--- src/rtl/pot_pkg.sv ---
package pot_pkg;
    // One page table entry: base keeps only bits at and above the page size.
    typedef struct packed {
        logic [63:0] base;
        logic [1:0]  space;
    } pot_entry_t;

    typedef enum logic [0:0] {
        ST_EMPTY = 1'b0,
        ST_FULL  = 1'b1
    } pot_state_t;

    localparam logic [1:0] SPACE_WIDE = 2'b01;
endpackage

--- src/rtl/pot_table.sv ---
module pot_table
    import pot_pkg::*;
#(
    parameter int PAGE_BITS = 20,
    parameter int IDX_BITS  = 4
) (
    input  logic                clk,
    input  logic                rst_n,
    input  logic                wr_en,
    input  logic                rd_en,
    input  logic [IDX_BITS:0]   addr,
    input  logic [31:0]         wdata,
    output logic                rvalid,
    output logic [31:0]         rdata,
    input  logic [IDX_BITS-1:0] lk_idx,
    output pot_entry_t          lk_entry
);
    localparam int DEPTH = 1 << IDX_BITS;
    // Bits of the low word that belong to the base.
    localparam logic [31:0] LO_KEEP = ~((32'd1 << PAGE_BITS) - 32'd1);

    pot_entry_t ent_arr [DEPTH];
    logic [IDX_BITS-1:0] acc_idx;

    assign acc_idx = addr[IDX_BITS:1];

    for (genvar e = 0; e < DEPTH; e++) begin : g_ent
        pot_entry_t ent_q;
        logic       hit;

        assign hit = wr_en && (acc_idx == IDX_BITS'(e));

        always_ff @(posedge clk or negedge rst_n) begin
            if (!rst_n) begin
                ent_q <= '0;
            end else if (hit) begin
                if (addr[0]) begin
                    ent_q.base[63:32] <= wdata;
                end else begin
                    ent_q.base[31:0] <= wdata & LO_KEEP;
                    ent_q.space      <= wdata[1:0];
                end
            end
        end

        assign ent_arr[e] = ent_q;
    end

    // Lookup reads the stored contents; a write this cycle lands after the edge.
    assign lk_entry = ent_arr[lk_idx];

    logic [31:0] rd_word;
    always_comb begin
        if (addr[0]) begin
            rd_word = ent_arr[acc_idx].base[63:32];
        end else begin
            rd_word = ent_arr[acc_idx].base[31:0] | {30'd0, ent_arr[acc_idx].space};
        end
    end

    always_ff @(posedge clk or negedge rst_n) begin
        if (!rst_n) begin
            rvalid <= 1'b0;
            rdata  <= '0;
        end else begin
            rvalid <= rd_en;
            if (rd_en) begin
                rdata <= rd_word;
            end
        end
    end


    rd_valid_chk: assert property (@(posedge clk) disable iff (!rst_n)
        rd_en |=> rvalid);


    rd_quiet_chk: assert property (@(posedge clk) disable iff (!rst_n)
        !rd_en |=> !rvalid && $stable(rdata));
endmodule

--- src/rtl/pot_xlate.sv ---
module pot_xlate
    import pot_pkg::*;
#(
    parameter int IN_AW     = 32,
    parameter int PAGE_BITS = 20,
    parameter int IDX_BITS  = 4,
    parameter bit BYPASS    = 1'b0
) (
    input  logic [IN_AW-1:0]    in_addr,
    input  pot_entry_t          entry,
    output logic [IDX_BITS-1:0] idx,
    output logic [63:0]         xl_addr,
    output logic [1:0]          xl_space
);
    localparam int TOP_BIT = PAGE_BITS + IDX_BITS;

    if (BYPASS) begin : g_bypass
        always_comb begin
            idx                 = '0;
            xl_addr             = '0;
            xl_addr[IN_AW-1:0]  = in_addr;
            xl_space            = SPACE_WIDE;
        end
    end else begin : g_paged
        always_comb begin
            idx      = in_addr[TOP_BIT-1:PAGE_BITS];
            xl_addr  = {entry.base[63:PAGE_BITS], in_addr[PAGE_BITS-1:0]};
            xl_space = entry.space;
        end
    end
endmodule

--- src/rtl/pot_stage.sv ---
module pot_stage
    import pot_pkg::*;
(
    input  logic        clk,
    input  logic        rst_n,
    input  logic        in_valid,
    output logic        in_ready,
    input  logic [63:0] xl_addr,
    input  logic [1:0]  xl_space,
    input  logic        out_ready,
    output logic        out_valid,
    output logic [63:0] out_addr,
    output logic [1:0]  out_space
);
    pot_state_t state_q, state_d;
    logic       accept;

    // Next state: LOAD, DRAIN, STREAM, STALL.
    always_comb begin
        state_d = state_q;
        unique case (state_q)
            ST_EMPTY: if (in_valid) state_d = ST_FULL;
            ST_FULL:  if (out_ready && !in_valid) state_d = ST_EMPTY;
            default:  state_d = ST_EMPTY;
        endcase
    end

    always_ff @(posedge clk or negedge rst_n) begin
        if (!rst_n) begin
            state_q <= ST_EMPTY;
        end else begin
            state_q <= state_d;
        end
    end

    always_comb begin
        unique case (state_q)
            ST_EMPTY: begin
                in_ready  = 1'b1;
                out_valid = 1'b0;
            end
            ST_FULL: begin
                in_ready  = out_ready;
                out_valid = 1'b1;
            end
            default: begin
                in_ready  = 1'b0;
                out_valid = 1'b0;
            end
        endcase
    end

    assign accept = in_valid && in_ready;

    always_ff @(posedge clk or negedge rst_n) begin
        if (!rst_n) begin
            out_addr  <= '0;
            out_space <= '0;
        end else if (accept) begin
            out_addr  <= xl_addr;
            out_space <= xl_space;
        end
    end


    accept_lat_chk: assert property (@(posedge clk) disable iff (!rst_n)
        accept |=> out_valid && out_addr == $past(xl_addr));


    stall_hold_chk: assert property (@(posedge clk) disable iff (!rst_n)
        out_valid && !out_ready |=> out_valid && $stable(out_addr) && $stable(out_space));


    ready_rule_chk: assert property (@(posedge clk) disable iff (!rst_n)
        (!out_valid || out_ready) |-> in_ready);
endmodule

--- src/rtl/pot_translator.sv ---
module pot_translator
    import pot_pkg::*;
#(
    parameter int IN_AW     = 32,
    parameter int PAGE_BITS = 20,
    parameter int IDX_BITS  = 4,
    parameter bit BYPASS    = 1'b0
) (
    input  logic                clk,
    input  logic                rst_n,
    input  logic                in_valid,
    output logic                in_ready,
    input  logic [IN_AW-1:0]    in_addr,
    output logic                out_valid,
    input  logic                out_ready,
    output logic [63:0]         out_addr,
    output logic [1:0]          out_space,
    input  logic                cfg_wr,
    input  logic                cfg_rd,
    input  logic [IDX_BITS:0]   cfg_addr,
    input  logic [31:0]         cfg_wdata,
    output logic                cfg_rvalid,
    output logic [31:0]         cfg_rdata
);
    logic [IDX_BITS-1:0] lk_idx;
    pot_entry_t          lk_entry;
    logic [63:0]         xl_addr;
    logic [1:0]          xl_space;

    pot_table #(
        .PAGE_BITS (PAGE_BITS),
        .IDX_BITS  (IDX_BITS)
    ) u_table (
        .clk      (clk),
        .rst_n    (rst_n),
        .wr_en    (cfg_wr),
        .rd_en    (cfg_rd),
        .addr     (cfg_addr),
        .wdata    (cfg_wdata),
        .rvalid   (cfg_rvalid),
        .rdata    (cfg_rdata),
        .lk_idx   (lk_idx),
        .lk_entry (lk_entry)
    );

    pot_xlate #(
        .IN_AW     (IN_AW),
        .PAGE_BITS (PAGE_BITS),
        .IDX_BITS  (IDX_BITS),
        .BYPASS    (BYPASS)
    ) u_xlate (
        .in_addr  (in_addr),
        .entry    (lk_entry),
        .idx      (lk_idx),
        .xl_addr  (xl_addr),
        .xl_space (xl_space)
    );

    pot_stage u_stage (
        .clk       (clk),
        .rst_n     (rst_n),
        .in_valid  (in_valid),
        .in_ready  (in_ready),
        .xl_addr   (xl_addr),
        .xl_space  (xl_space),
        .out_ready (out_ready),
        .out_valid (out_valid),
        .out_addr  (out_addr),
        .out_space (out_space)
    );

    if (BYPASS) begin : g_chk_bypass

        bypass_pass_chk: assert property (@(posedge clk) disable iff (!rst_n)
            in_valid && in_ready |=> out_addr[IN_AW-1:0] == $past(in_addr) && out_space == SPACE_WIDE);
    end else begin : g_chk_paged

        offset_pass_chk: assert property (@(posedge clk) disable iff (!rst_n)
            in_valid && in_ready |=> out_addr[PAGE_BITS-1:0] == $past(in_addr[PAGE_BITS-1:0]));
    end
endmodule

--- config.mk ---
export PLATFORM = sky130hd
export DESIGN_NAME = pot_translator
export DESIGN_NICKNAME = d
export VERILOG_FILES = /design/src/rtl/pot_pkg.sv /design/src/rtl/pot_table.sv /design/src/rtl/pot_xlate.sv /design/src/rtl/pot_stage.sv /design/src/rtl/pot_translator.sv
export SDC_FILE = /design/constraint.sdc
export NUM_CORES = 1
export LEC_CHECK = 0
export BUFFER_PORTS_ARGS = -buffer_cell sky130_fd_sc_hd__buf_2
export CORE_MARGIN = 2
export CORE_UTILIZATION = 55
export CTS_BUF_LIST = sky130_fd_sc_hd__clkbuf_8
export CTS_CLUSTER_DIAMETER = 80
export DETAILED_ROUTE_END_ITERATION = 6
export HOLD_SLACK_MARGIN = 0.08
export PLACE_DENSITY_LB_ADDON = 0.12
export SETUP_SLACK_MARGIN = 0.1
export SYNTH_ARGS = -nofsm -noshare
export SYNTH_HDL_FRONTEND = slang
export SYNTH_HIERARCHICAL = 1
export SYNTH_SLANG_ARGS = --single-unit
--- constraint.sdc ---
create_clock -name clk -period 2.4 [get_ports clk]
set_clock_uncertainty 0.1 [all_clocks]
set_input_delay 0.48 -clock clk [delete_from_list [all_inputs] [get_ports clk]]
set_output_delay 0.48 -clock clk [all_outputs]
set_load 0.005 [all_outputs]
# After elaboration in Yosys (flattened, before gate mapping)
# Index checks and enable logic that the tools add are counted.
[totals]
inputBits = 75
romBits = 0
wordCells = 139
out_inout_bits = 101
latch_bits = 0
n_memories = 0
regBits = 836
ram_bits = 0
[classes]
n_addsub = 0
n_shift = 0
n_lt_le_gt_ge = 2
n_eq_ne = 15
n_reduce_logical = 52
n_div = 0
n_bitwise = 5
n_mul = 0
mux = 12
[ops]
columns = ["op", "count"]
rows = [
  ["$bmux 66 s4", 2],
  ["$mux 66", 4],
  ["$reduce_and 2->1", 32],
  ["$eq 4x4->1 const B", 8],
  ["$mux 32", 1],
  ["$or 32x2->32", 1],
  ["$logic_and 1x1->1", 18],
  ["$eq 4x3->1 const B", 4],
  ["$ge 5x5->1 const B", 2],
  ["$not 4->5", 2],
  ["$eq 4x2->1 const B", 2],
  ["$pmux 1 s2", 3],
  ["$eq 4x1->1 const B", 1],
  ["$logic_not 4->1", 1],
  ["$mux 1", 2],
  ["$not 1->1", 2],
  ["$logic_not 1->1", 1],
]

# Longest topological paths before layout
[depth]
depth_word = 6
ltp_mapped = 8
depth_no_buf = 5

# Modules after synthesis
# Netlist, hierarchy kept.
[modules_own_cells]
columns = ["module", "instances", "seq_area_each_um2", "cells_per_inst", "area_per_inst_um2"]
rows = [
  ["pot_table", 1, 19243.5, 2638, 40318.7],
  ["pot_stage", 1, 1676.6, 143, 2697.6],
  ["pot_xlate", 1, 0.0, 70, 525.5],
]

# Worst setup path before layout
# No wires, ideal clock.
[synth_path]
kind = "input port to flip-flop"
from = "in in_addr[20]"
to = "reg u_stage.out_addr[52]"
setup_ps = 125
stages = 8
t_required_ps = 2175
t_arrival_ps = 2527
n_path_buf = 5
path_slack_ps = -352
cell_sequence = "buf_4 > clkbuf_1 > buf_6 > buf_2 > mux4_2 > mux4_2 > buf_4 > mux2_4"
[synth_lines]
columns = ["item", "line_no", "rtl"]
rows = [
  ["from (decl)", "pot_translator.sv:13", "input logic [IN_AW-1:0] in_addr,"],
  ["to (signal assigned)", "pot_stage.sv:60", "out_addr <= xl_addr;"],
  ["to (decl)", "pot_stage.sv:12", "output logic [63:0] out_addr,"],
]

# Worst setup path after layout
[layout_path]
from = "reg u_table.g_ent[15].ent_q (netlist bit u_table/ent_arr[55])"
to = "reg u_table.rdata[21]"
[layout_between]
elab_chain_len = 4
[layout_lines]
columns = ["item", "line_no", "rtl"]
rows = [
  ["from (decl)", "pot_table.sv:28", "pot_entry_t ent_q;"],
  ["$bmux 66 s4", "pot_table.sv:55", "rd_word = ent_arr[acc_idx].base[63:32];"],
  ["$mux 66 (not written as such) (2 in series)", "pot_table.sv:55", ""],
  ["$mux 32", "pot_table.sv:54", "if (addr[0]) begin"],
  ["to (signal assigned)", "pot_table.sv:68", "rdata <= rd_word;"],
  ["to (decl)", "pot_table.sv:14", "output logic [31:0] rdata,"],
]
# Every way passes these cells. The select of a mux whose other input is x is not followed.
# A chain may end at the register's enable or synchronous reset.

==> reports/metrics.yaml <==
status: "complete, but fails checks"
violations: "DRC"
first_iter_violations: 1983
via_count: 27200
ys.warnings.count: 6
r2r-end: "u_table/rdata[21]$_DFFE_PN0P_"
clk_latency_ps: 820
cts_max_level: 4
path_class: "flop to flop"
cp.buffers_inverters: 2
coreArea_sq_um: 77700
grt-ovfl-total: 0
ant_nets: 0
tightest_slew_ps: 710
hold_path.class: "input port to flop"
critPathLaunchType: "flop"
worstPathMaxFanout: 3
cts_buffers: 147
cpPeakStageDelay_ps: 640
portBuffers: 167
final_core_util: 0.651
grt_first_pass_wirelength_microns: 186000
nNetsFinal: 3195
gp_congestion: 0.830
final_max_slew_viol_count: 0
rsz0062_at_grt: "no"
avgSynthCellArea_sq_um: 15.3
crit_top_cell: "buf_4"
hp-start: "cfg_wdata[1]"
dr.pass1.iters: 7
num_rows: 102
ir_worst_vdd_mv: 0.533
syn-num-nets: 2905
cts_tree: "done"
cts_root_buf: "clkbuf_8"
end_kind: "flop"
wire_per_inst_microns: 28.5
cts_hold_buf: 44
maxSlewHeadroom: 0.522
drv_cap: 0
syn_area_sq_um: 43400
cp_data_arrival_time_ps: 2770
fin_crit_ps: 2110
cts_setup_buffers: 0
r2r_start: "u_table/ent_arr[55]$_DFFE_PN0P_"
vias_per_cell: 6.37
start_util: 0.558
grtUsageTotal: 0.306
syn_inst: 2830
ios: 176
die_w_microns: 285
grt_max_degree: 92
crit_family: "simple AND/OR/NAND/NOR gates"
worstPathCellList: "mux2i_1 > a22oi_1 > a21oi_1 > buf_4 > nor4_1 > buf_4 > mux2_2"
min_delay_worst_endpoint: "u_table/ent_arr[859]$_DFFE_PN0P_"
drt-total-wl_microns: 122000
drive_above_1_share: 0.553
final_common_cell: "dfrtp_1"
rr_worst_depth: 7
clk_path_buf_depth: 3
critPathSlowestCell: "nor4_1"
clock_sinks: 836
antenna_found_initial: 13
fmax_mhz: 474
period_share: 0.880
drc: 1
hold_depth: 2
p_leak_nw: 23.0
die-height_microns: 285
grt_pass1_vias: 29900
final.setup.tns_ps: 0
r2r_slack_ps: 290
power.density_nw_per_um2: 805
cts_resized: 0
setup_violations: 0
die-area_sq_um: 81200
layout_common_cells: "dfrtp_1 (836), mux2_2 (753), mux4_2 (320)"
hold_violations: 0
cts.clk_slew.worst_paths_ps: 60
worstPathRequired_ps: 3060
hpwl_microns: 76900
syn_to_final_growth_pct: 16.7
[flip-flops by register name, indices dropped and copies added, names as in the netlist]
name	cells
u_table/ent_arr	736
u_table/rdata	32
u_table/rvalid	1
u_stage/out_addr	64
u_stage/state_q	1
u_stage/out_space	2
[worst max path at each step]
stage,from,cells past startpoint,slack [ps],to
3_3_place_gp,cfg_addr[2],9,-320,u_table/rdata[0]$_DFFE_PN0P_
5_1_grt,u_table/ent_arr[319]$_DFFE_PN0P_,7,230,u_table/rdata[21]$_DFFE_PN0P_
2_1_floorplan,in_addr[20],8,-140,u_stage/out_addr[32]$_DFFE_PN0P_
3_5_place_dp,cfg_addr[2],9,-330,u_table/rdata[24]$_DFFE_PN0P_
6_report,u_table/ent_arr[55]$_DFFE_PN0P_,7,290,u_table/rdata[21]$_DFFE_PN0P_
4_1_cts,u_stage/state_q$_DFF_PN0_,2,320,in_ready
[layer usage]
layer	GRT usage	vias up	share of wire
li1	-	11400	-
met1	0.399	14600	0.41
met2	0.508	965	0.50
met3	0.0590	292	0.059
met4	0.126	14	0.035
met5	0	-	0.00063
[per-stage QoR]
step / setup slack, ps / hold WS [ps] / total power (W) / std cells / instance area, sq um
global placement: -317 / 320 / 0.0274 / 3967 / 47200
finish: 289 / 201 / 0.0408 / 4273 / 50600
detailed placement: -330 / 328 / 0.0279 / 3967 / 47200
CTS: 323 / 141 / 0.0411 / 4267 / 50600
floorplan: -139 / 84.4 / 0.0251 / 2830 / 43700
global route: 232 / 199 / 0.0428 / 4271 / 50600
[where the power goes]
group / internal [W] / total (W) / switching, W
clock network: 0.00705 / 0.0130 / 0.00596
logic: 0.00543 / 0.00869 / 0.00326
registers: 0.0170 / 0.0191 / 0.00211
total: 0.0294 / 0.0408 / 0.0113
[final cells by class]
type	count	area [sq um]
multi-input cells	1638	20600
flip-flops and latches	836	20900
fillers	5520	27100
clock inverters	71	393
well taps	1040	1300
inverters	18	67.6
diodes	6	15.0
clock buffers	185	2550
repair buffers	479	4760
(Power assumes the default switching activity.)
